$ cat src/rtl/wm_drain_pkg.sv
package wm_drain_pkg;

  typedef enum logic {
    MODE_READ  = 1'b0,
    MODE_DRAIN = 1'b1
  } drain_mode_e;

  localparam int unsigned DEF_CNT_W    = 5;
  localparam int unsigned DEF_TMO_W    = 8;
  localparam int unsigned DEF_TMO_HI_W = 3;

endpackage

$ cat src/rtl/wm_pair_select.sv
module wm_pair_select #(
  parameter int unsigned CNT_W = 5
) (
  input  logic             rd_pending,
  input  logic             rd_isoc,
  input  logic [CNT_W-1:0] thr_wm_entry,
  input  logic [CNT_W-1:0] thr_wm_exit,
  input  logic [CNT_W-1:0] thr_iso_entry,
  input  logic [CNT_W-1:0] thr_iso_exit,
  output logic [CNT_W-1:0] entry_lvl,
  output logic [CNT_W-1:0] exit_lvl
);

  logic use_iso;

  always_comb begin
    use_iso = rd_pending & rd_isoc;
    if (use_iso) begin
      entry_lvl = thr_iso_entry;
      exit_lvl  = thr_iso_exit;
    end else begin
      entry_lvl = thr_wm_entry;
      exit_lvl  = thr_wm_exit;
    end
  end

endmodule

$ cat src/rtl/wm_mode_fsm.sv
module wm_mode_fsm
  import wm_drain_pkg::*;
#(
  parameter int unsigned CNT_W = 5
) (
  input  logic             clk,
  input  logic             rst,
  input  logic [CNT_W-1:0] wq_count,
  input  logic [CNT_W-1:0] entry_lvl,
  input  logic [CNT_W-1:0] exit_lvl,
  output logic             drain_on
);

  drain_mode_e mode_q, mode_d;
  logic        go_drain, go_read;

  always_comb begin
    go_drain = (wq_count > entry_lvl);
    go_read  = (wq_count < exit_lvl);
    mode_d   = mode_q;
    unique case (mode_q)
      MODE_READ:  if (go_drain) mode_d = MODE_DRAIN;
      MODE_DRAIN: if (go_read)  mode_d = MODE_READ;
      default:    mode_d = MODE_READ;
    endcase
  end

  always_ff @(posedge clk) begin
    if (rst) mode_q <= MODE_READ;
    else     mode_q <= mode_d;
  end

  assign drain_on = (mode_q == MODE_DRAIN);

endmodule

$ cat src/rtl/wm_underfill_raise.sv
module wm_underfill_raise #(
  parameter int unsigned CNT_W = 5
) (
  input  logic             clk,
  input  logic             rst,
  input  logic [CNT_W-1:0] wq_count,
  input  logic [CNT_W-1:0] thr_partial,
  output logic             raise_q
);

  localparam logic [CNT_W-1:0] OFF_CODE = {CNT_W{1'b1}};

  logic enabled, crossed;

  always_comb begin
    enabled = (thr_partial != OFF_CODE);
    crossed = (wq_count > thr_partial);
  end

  always_ff @(posedge clk) begin
    if (rst) raise_q <= 1'b0;
    else     raise_q <= enabled & crossed;
  end

endmodule

$ cat src/rtl/wm_prio_timer.sv
module wm_prio_timer #(
  parameter int unsigned TMO_W    = 8,
  parameter int unsigned TMO_HI_W = 3
) (
  input  logic                clk,
  input  logic                rst,
  input  logic                advance,
  input  logic [TMO_HI_W-1:0] tmo_hi,
  output logic                expire_q
);

  localparam int unsigned LO_W = TMO_W - TMO_HI_W;

  logic [TMO_W-1:0] cnt_q;
  logic [TMO_W-1:0] terminal;
  logic             at_end;

  always_comb begin
    terminal = {tmo_hi, {LO_W{1'b1}}};
    at_end   = (cnt_q == terminal);
  end

  always_ff @(posedge clk) begin
    if (rst) begin
      cnt_q    <= '0;
      expire_q <= 1'b0;
    end else if (advance) begin
      if (at_end) begin
        cnt_q    <= '0;
        expire_q <= 1'b1;
      end else begin
        cnt_q    <= cnt_q + 1'b1;
        expire_q <= 1'b0;
      end
    end else begin
      expire_q <= 1'b0;
    end
  end

endmodule

$ cat src/rtl/wm_drain_ctrl.sv
module wm_drain_ctrl
  import wm_drain_pkg::*;
#(
  parameter int unsigned CNT_W    = DEF_CNT_W,
  parameter int unsigned TMO_W    = DEF_TMO_W,
  parameter int unsigned TMO_HI_W = DEF_TMO_HI_W
) (
  input  logic                clk,
  input  logic                rst,
  input  logic [CNT_W-1:0]    wq_count,
  input  logic                rd_pending,
  input  logic                rd_isoc,
  input  logic [CNT_W-1:0]    thr_wm_entry,
  input  logic [CNT_W-1:0]    thr_wm_exit,
  input  logic [CNT_W-1:0]    thr_iso_entry,
  input  logic [CNT_W-1:0]    thr_iso_exit,
  input  logic [CNT_W-1:0]    thr_partial,
  input  logic [TMO_HI_W-1:0] tmo_hi,
  output logic                write_major,
  output logic                partial_raise,
  output logic                timeout
);

  logic [CNT_W-1:0] entry_lvl, exit_lvl;
  logic             busy;

  assign busy = rd_pending | (|wq_count);

  wm_pair_select #(.CNT_W(CNT_W)) u_sel (
    .rd_pending    (rd_pending),
    .rd_isoc       (rd_isoc),
    .thr_wm_entry  (thr_wm_entry),
    .thr_wm_exit   (thr_wm_exit),
    .thr_iso_entry (thr_iso_entry),
    .thr_iso_exit  (thr_iso_exit),
    .entry_lvl     (entry_lvl),
    .exit_lvl      (exit_lvl)
  );

  wm_mode_fsm #(.CNT_W(CNT_W)) u_mode (
    .clk       (clk),
    .rst       (rst),
    .wq_count  (wq_count),
    .entry_lvl (entry_lvl),
    .exit_lvl  (exit_lvl),
    .drain_on  (write_major)
  );

  wm_underfill_raise #(.CNT_W(CNT_W)) u_raise (
    .clk         (clk),
    .rst         (rst),
    .wq_count    (wq_count),
    .thr_partial (thr_partial),
    .raise_q     (partial_raise)
  );

  wm_prio_timer #(.TMO_W(TMO_W), .TMO_HI_W(TMO_HI_W)) u_timer (
    .clk      (clk),
    .rst      (rst),
    .advance  (busy),
    .tmo_hi   (tmo_hi),
    .expire_q (timeout)
  );

endmodule

$ cat config.mk
export PLATFORM = sky130hd
export DESIGN_NAME = wm_drain_ctrl
export DESIGN_NICKNAME = d
export VERILOG_FILES = /design/src/rtl/wm_drain_pkg.sv /design/src/rtl/wm_pair_select.sv /design/src/rtl/wm_mode_fsm.sv /design/src/rtl/wm_underfill_raise.sv /design/src/rtl/wm_prio_timer.sv /design/src/rtl/wm_drain_ctrl.sv
export SDC_FILE = /design/constraint.sdc
export NUM_CORES = 1
export LEC_CHECK = 0
export ABC_AREA = 0
export BUFFER_PORTS_ARGS = -buffer_cell sky130_fd_sc_hd__buf_2
export CORE_MARGIN = 2
export CORE_UTILIZATION = 43
export DETAILED_ROUTE_END_ITERATION = 8
export PLACE_DENSITY = 0.77
export SLEW_MARGIN = 25
export SYNTH_ARGS = -nofsm -noshare
export SYNTH_HDL_FRONTEND = slang
export SYNTH_SLANG_ARGS = --single-unit
$ cat constraint.sdc
create_clock -name clk -period 1.8 [get_ports clk]
set_input_delay 0.36 -clock clk [delete_from_list [all_inputs] [get_ports clk]]
set_output_delay 0.36 -clock clk [all_outputs]
set_load 0.005 [all_outputs]
Word-level counts from Yosys, hierarchy flattened
Index checks and enable logic that the tools add are counted.
Storage, ports and cells
  register bits: 11
  input port bits: 37
  output and inout bits: 3
  logic and storage cells: 24
Cells by class
  $add $sub $neg: 1
  magnitude comparators: 3
  eq/ne operators: 2
  muxes and demuxes: 7
  bitwise logic cells: 5
  reductions and logical operators: 2
Operator list (count)
  $gt 5x5->1: 2
  $mux 5: 2
  $add 8x1->8 const B: 1
  $eq 8x8->1: 1
  $mux 8: 1
  $lt 5x5->1: 1
  $ne 5x5->1 const B: 1
  $reduce_or 5->1: 1
  $mux 1: 3
  $and 1x1->1: 2
  $not 1->1: 2
  $pmux 1 s2: 1
  $reduce_or 2->1: 1
  $or 1x1->1: 1

Depth between registers and ports, before layout
Gate-level depths: netlist of the first run.
  depth after elaboration: 5
  depth in mapped cells: 7
  mapped depth without buffers: 7

By module
Synthesis of the first run repeated with hierarchy kept, for this count alone.
Second synthesis, totals
  cell total of the unflattened synthesis: 118
  area, all modules: 1058.5 µm²
Modules (own cells, without submodules)
  wm_prio_timer: times used 1, cells each 48, area an instance 478.0 µm², sequential area each 180.2 µm²
  wm_mode_fsm: times used 1, cells each 36, area an instance 284.0 µm², sequential area each 20.0 µm²
  wm_underfill_raise: times used 1, cells each 20, area an instance 158.9 µm², sequential area each 20.0 µm²
  wm_pair_select: times used 1, cells each 11, area an instance 123.9 µm², sequential area each 0.0 µm²
  wm_drain_ctrl: times used 1, cells each 3, area an instance 13.8 µm², sequential area each 0.0 µm²

Worst setup path after synthesis of the first run
No wires, ideal clock.
  path type: input to register
  start: input port rd_isoc
  end: register u_mode.mode_q (netlist: u_mode.drain_on)
  data arrival time: 1.766 ns
  required time: 1.730 ns
  slack: -0.037 ns
  stages: 7
  path buffers: 0
  path through: nand2_2 > mux2i_1 > ha_1 > and3_1 > and3_1 > a311o_1 > a21oi_1
Between the ends
  cells in the longest elaborated chain, start to end: 5
Ends and longest elaborated chain
  start: declaration: RTL line wm_drain_ctrl.sv:12  | input logic rd_isoc,
  $and 1x1->1 *: RTL line wm_pair_select.sv:17  | use_iso = rd_pending & rd_isoc;
  $mux 5: RTL line wm_pair_select.sv:18  | if (use_iso) begin
  $lt 5x5->1 / $gt 5x5->1 (equally long branches): RTL line wm_mode_fsm.sv:19, wm_mode_fsm.sv:18
  $mux 1, on equally long branches: RTL line wm_mode_fsm.sv:23, wm_mode_fsm.sv:22
  $pmux 1 s2 *: RTL line wm_mode_fsm.sv:21  | unique case (mode_q)
  end signal: assignment: RTL line wm_mode_fsm.sv:30  | else mode_q <= mode_d;
  end: declaration: RTL line wm_mode_fsm.sv:14  | drain_mode_e mode_q, mode_d;
Every way passes the cells marked *; elsewhere a longest branch is shown, timed or not.
A chain may end at the register's enable or synchronous reset.

Worst setup path after layout of the first run
Ends and elaborated chain as after synthesis.

==> flow_summary.json, run 1 <==
{
  "antenna_found_initial": 0,
  "finalClockSkew_ns": 0.002962,
  "ios": 40,
  "stdcell_area_um2": 1304,
  "yosys.area_share.adder_pct": 18.47,
  "synthArstFlopShare_pct": 0,
  "crit_type": "input pin to flop",
  "crit_path_end_kind": "flop",
  "post-route-period-util_pct": 94.02,
  "clock-sinks": 11,
  "initial_core_util_pct": 45.49,
  "firstDrtPassIters": 4,
  "synthFlopType": "dfxtp_1",
  "die_area_um2": 2767,
  "drv_cap": 0,
  "synth_top_family_by_area": "simple AND/OR/NAND/NOR gates",
  "die_height_um": 52.61,
  "viasPerCell": 5.447,
  "peakVddDrop_v": 0.0003571,
  "fmax_ghz": 0.5909,
  "cts_buffer_depth": 2,
  "synth.most_common_cell": "ha_1",
  "cp.required_ns": 2.00,
  "grt_max_degree": 12,
  "synth_area_leaders": "dfxtp_1, ha_1, mux2i_1, xnor2_1, nand3_1",
  "hold-path-cell-count": 2,
  "ant_nets": 0,
  "gp_congestion": 0.7898,
  "slew_headroom_pct": 68.17,
  "ys_seq_area_share_pct": 21.67,
  "coreArea_um2": 2233,
  "wire_per_inst_um": 12.95,
  "sequentialPowerShare_pct": 42.1,
  "vias": 1024,
  "grt_pass1_wl_um": 4098,
  "ys_seq_elements": 11,
  "switchingPower_w": 0.0002130,
  "hpwl_um": 2051,
  "synth_compound_area_share_pct": 16.50,
  "dpl-instance-area_um2": 1277,
  "p_sw_share_pct": 31.62,
  "synthMuxAreaShare_pct": 8.990,
  "fin_nets": 213,
  "drc_errors": 0,
  "synth_top_area_cell": "dfxtp_1",
  "synth-simple-area-share_pct": 25.00,
  "antennaDiodeCount": 0,
  "cts_root_buffer": "clkbuf_4",
  "synth_cells": 114,
  "period_needed_ns": 1.692,
  "p_int_w": 0.0004606,
  "overflow": 0,
  "syn-num-nets": 166,
  "htree_levels": 1,
  "drtIter0Drc": 16,
  "cts_tree": "yes",
  "maxSlewViolCount": 0,
  "syn_to_final_growth_pct": 28.33,
  "grt_pass1_vias": 1004,
  "post_cts_buffers": 0,
  "drt_wl_total_um": 2435,
  "crit_path_start_kind": "input pin",
  "cts.clk_slew.worst_paths_ns": 0.07,
  "port_buffers": 39,
  "synthTopCellsByCount": "ha_1, dfxtp_1, inv_1, mux2i_1",
  "synth_warnings": 0,
  "synth_top_area_share_pct": 21.67,
  "hold_violations": 0,
  "yosysUniqueCellTypes": 34,
  "rsz0062_at_grt": "no",
  "worst_r2r_path_depth": 5,
  "postCtsHoldBufs": 0,
  "cts_made_buffers": 3,
  "comb_power_share_pct": 32.3,
  "rows": 17,
  "clk_latency_ns": 0.27,
  "utilization_pct": 58.38,
  "cp.arrival_ns": 1.89,
  "die_w_um": 52.61,
  "synth-edff-count": 0,
  "synth_xor_area_share_pct": 6.034,
  "p_per_area_nw_per_um2": 516.6,
  "drive_above_1_share_pct": 35.00,
  "postSynthAreaPerCell_um2": 8.912,
  "ctsResizeCount": 0,
  "cp_max_fo": 7,
  "grtUsageTotal_pct": 19.61,
  "p_leak_nw": 0.6517,
  "synth_area_um2": 1016,
  "hold_path.class": "input pin to flop",
  "outcome": "finished, final reports clean",
  "setup_viol": 0,
  "clkPwrFrac_pct": 25.6,
  "worst_pin_slew_ns": 0.4757
}
## worst max-delay path, cell delays in order
cell	delay, ns
buf_2	0.12
nand2_4	0.11
mux2i_1	0.20
ha_1	0.26
and3_1	0.19
and3_1	0.18
a311o_1	0.33
a21oi_1	0.15
## flip-flops by register name, summed over array words and instances (netlist names)
name	flops
u_raise.raise_q	1
u_timer.expire_q	1
u_timer.cnt_q	8
u_mode.drain_on	1
## layout make-up
class | count | area (um2)
Inverter | 8 | 30.03
Sequential cell | 11 | 220.2
Timing Repair Buffer | 43 | 225.2
Tap cell | 28 | 35.03
Clock buffer | 4 | 26.28
Multi-Input combinational cell | 94 | 767.0
Fill cell | 208 | 929.6
## through the flow
stage	instances	hold WS, ns	total power, W	setup WS [ns]	TNS [ns]
after detailed placement	184	0.5162	0.0005040	-0.1711	-0.1711
final	188	0.4076	0.0006735	0.1077	0
after CTS	188	0.4040	0.0006772	0.08622	0
after floorplan	114	0.4778	0.0004077	0.04265	0
after global placement	184	0.4966	0.0004893	-0.07731	-0.07731
after global routing	188	0.4088	0.0007252	0.02136	0
## power by group through the flow
stage | sequential (W) | clock, W | combinational [W]
finish | 0.000283 | 0.000172 | 0.000218
global route | 0.000286 | 0.000193 | 0.000247
CTS | 0.000283 | 0.000176 | 0.000219
detailed placement | 0.000288 | 0 | 0.000216
floorplan | 0.000285 | 0 | 0.000123
global placement | 0.000287 | 0 | 0.000202
## final timing paths
| check | start | end | slack [ns] |
|---|---|---|---|
| setup reg to reg | u_timer.cnt_q[0] | u_timer.cnt_q[4] | 0.47 |
| hold reg to reg | u_mode.drain_on | u_mode.drain_on | 0.54 |
| setup / recovery | rd_isoc | u_mode.drain_on | 0.11 |
| hold / removal | rst | u_timer.cnt_q[4] | 0.41 |
## logic make-up after synthesis
logic type	count (synthesis)
multiplexers	9
adder cells (fa/ha/maj)	15
AO/OA/AOI/OAI	23
buffers and inverters	9
XOR/XNOR	7
flip-flops	11
AND/OR/NAND/NOR	40
## per-layer routing
layer / global-route usage [%] / share of wire [%] / vias up
met2: 40.21 / 52 / 34
met3: 4.571 / 5.3 / 2
li1: - / - / 519
met5: 0 / 0 / -
met4: 1.282 / 0.25 / 0
met1: 20.45 / 42 / 469
## layout by cell type, fill, tap and decap left out, types with 2 or more instances in the layout
cell type	count
a31oi_1	2
and3_1	3
nand3_1	7
clkbuf_4	3
o21ai_0	4
nand4_1	5
ha_1	15
and3_2	2
nor2b_1	3
nor2_1	4
a21o_1	2
a21oi_1	6
buf_4	4
mux2i_1	8
dfxtp_1	11
inv_1	8
nand2_1	6
buf_2	39
xnor2_1	7
a211oi_1	3
nand4b_1	2
Note: power is estimated with default switching activity, not from simulation.
==> inputs of run 2 (changes only) <==
CORE_MARGIN = default   (was 2)
CORE_UTILIZATION = 48   (was 43)
PLACE_DENSITY = 0.81   (was 0.77)
clock period = 1.9 ns   (was 1.8 ns; I/O delays follow)
==> run 2 against run 1 <==
Effect of this change: die area down 17%; sequential power is 5% lower; global-route usage rose by 4.6 points; sequential share of layout area is essentially flat; cell count fell by 0.53%; largest cell class unchanged; highest routed layer is now met3.
==> flow_summary.json, run 2 (synthesized netlist as in run 1, its figures left out) <==
{
  "viasPerCell": 5.460,
  "worst_pin_slew_ns": 0.4457,
  "cp_top_family": "simple AND/OR/NAND/NOR gates",
  "r2r-start": "u_timer.cnt_q[0]",
  "drt_wl_total_um": 2430,
  "grt_pass1_vias": 967,
  "fill_cells": 162,
  "drive_above_1_share_pct": 35.00,
  "cts.clk_slew.worst_paths_ns": 0.06,
  "crit_path_start_kind": "input pin",
  "antennaDiodeCount": 0,
  "final_common_cell": "buf_2",
  "p_leak_nw": 0.6517,
  "slew_headroom_pct": 70.17,
  "rsz0062_at_grt": "no",
  "dpl-instance-area_um2": 1271,
  "fin_nets": 213,
  "ios": 40,
  "crit_path_end_kind": "flop",
  "grt_max_degree": 12,
  "die_height_um": 48.01,
  "cts_buffer_depth": 2,
  "outcome": "finished, final reports clean",
  "register_area_um2": 220.2,
  "min_from": "rst",
  "mostFrequentLayoutCells": "buf_2, ha_1, dfxtp_1",
  "path_buf_inv": 1,
  "drv_cap": 0,
  "hold_path.class": "input pin to flop",
  "die_w_um": 48.01,
  "setup_viol": 0,
  "rows": 16,
  "cp_cell_sequence": "buf_2 > nand2_4 > mux2i_1 > ha_1 > and3_1 > and3_1 > a311o_1 > a21oi_1",
  "stdcell_area_um2": 1303,
  "dp_slack_ns": -0.1514,
  "fin_ws_ns": 0.1336,
  "grtUsageTotal_pct": 24.21,
  "finalClockSkew_ns": 0.003519,
  "syn_to_final_growth_pct": 28.20,
  "largest-register": "u_timer.cnt_q",
  "max_stage_delay_ns": 0.31,
  "ant_nets": 0,
  "crit_type": "input pin to flop",
  "cp.required_ns": 2.09,
  "hpwl_um": 2081,
  "htree_levels": 1,
  "cts_root_buffer": "clkbuf_4",
  "cts_made_buffers": 3,
  "fmax_ghz": 0.5661,
  "clock-sinks": 11,
  "period_needed_ns": 1.766,
  "multi_input_area_um2": 767.0,
  "maxSlewViolCount": 0,
  "overflow": 0,
  "firstDrtPassIters": 4,
  "peakVddDrop_v": 0.0003188,
  "grt_pass1_wl_um": 3905,
  "initial_core_util_pct": 51.26,
  "crit_top_cell": "and3_1",
  "antenna_found_initial": 0,
  "drc_errors": 0,
  "cp_max_fo": 6,
  "port_buffers": 39,
  "vias": 1021,
  "cts_tree": "yes",
  "cp.arrival_ns": 1.95,
  "post-route-period-util_pct": 92.97,
  "postCtsHoldBufs": 0,
  "hold_violations": 0,
  "coreArea_um2": 1982,
  "clk_latency_ns": 0.26,
  "gp_congestion": 0.8099,
  "cp-startpoint": "rd_isoc",
  "wire_per_inst_um": 12.99,
  "p_per_area_nw_per_um2": 482.3,
  "die_area_um2": 2304,
  "drtIter0Drc": 17,
  "largest_reg_flops": 8,
  "slowest_stage": "a311o_1"
}
[run 2: cell counts in the layout (fill, tap and decap cells not counted)]
No cell type changed its count.
[run 2: stage by stage]
step / hold slack, ns / utilization, % / std cells / setup TNS [ns] / power, W
detailed placement: 0.5110 / 64.14 / 183 / -0.1514 / 0.0004751
finish: 0.4333 / 65.72 / 187 / 0 / 0.0006282
global placement: 0.5071 / 64.14 / 183 / -0.02184 / 0.0004615
CTS: 0.4305 / 65.47 / 187 / 0 / 0.0006300
global route: 0.4424 / 65.72 / 187 / 0 / 0.0006756
floorplan: 0.4778 / - / 114 / 0 / 0.0003858
[run 2: final cells by class]
| class | instances | share of cell area [%] |
|---|---|---|
| inverters | 8 | 2.305 |
| repair buffers | 43 | 17.29 |
| multi-input cells | 94 | 58.89 |
| clock buffers | 4 | 2.017 |
| flip-flops and latches | 11 | 16.91 |
| well taps | 27 | 2.594 |
[run 2: final timing paths]
path / cells after the start / slack [ns] / endpoint
worst max-delay path: 8 / 0.13 / u_mode.drain_on
worst min-delay path: 2 / 0.43 / u_timer.cnt_q[4]
worst min register to register: 2 / 0.54 / u_timer.cnt_q[1]
worst max register to register: 5 / 0.54 / u_timer.cnt_q[6]
[run 2: timing repair]
action	4_1_cts	5_1_grt
resized for setup	0	1
setup endpoints to repair	0	1
setup buffers	0	0
[run 2: where the power goes]
part           switching, W  leakage [nW]  internal, W
Clock             0.0000743        0.0150    0.0000811
Combinational     0.0000987         0.547     0.000105
Sequential        0.0000196        0.0901     0.000249
[run 2: worst reg2reg max path: cells and delay by family (launching register included)]
family	cells	cell delay (ns)
buffers and inverters	1	0.08
flip-flops	1	0.43
AND/OR/NAND/NOR	1	0.18
adder cells (fa/ha/maj)	1	0.21
AO/OA/AOI/OAI	2	0.40
[run 2: metal layers]
metal / track usage (%) / vias up / part of all wire, %
met4: 3.333 / 0 / 0
met3: 4.528 / 0 / 2.1
met5: 0 / - / 0
met1: 26.01 / 479 / 42
li1: - / 520 / -
met2: 48.92 / 22 / 56
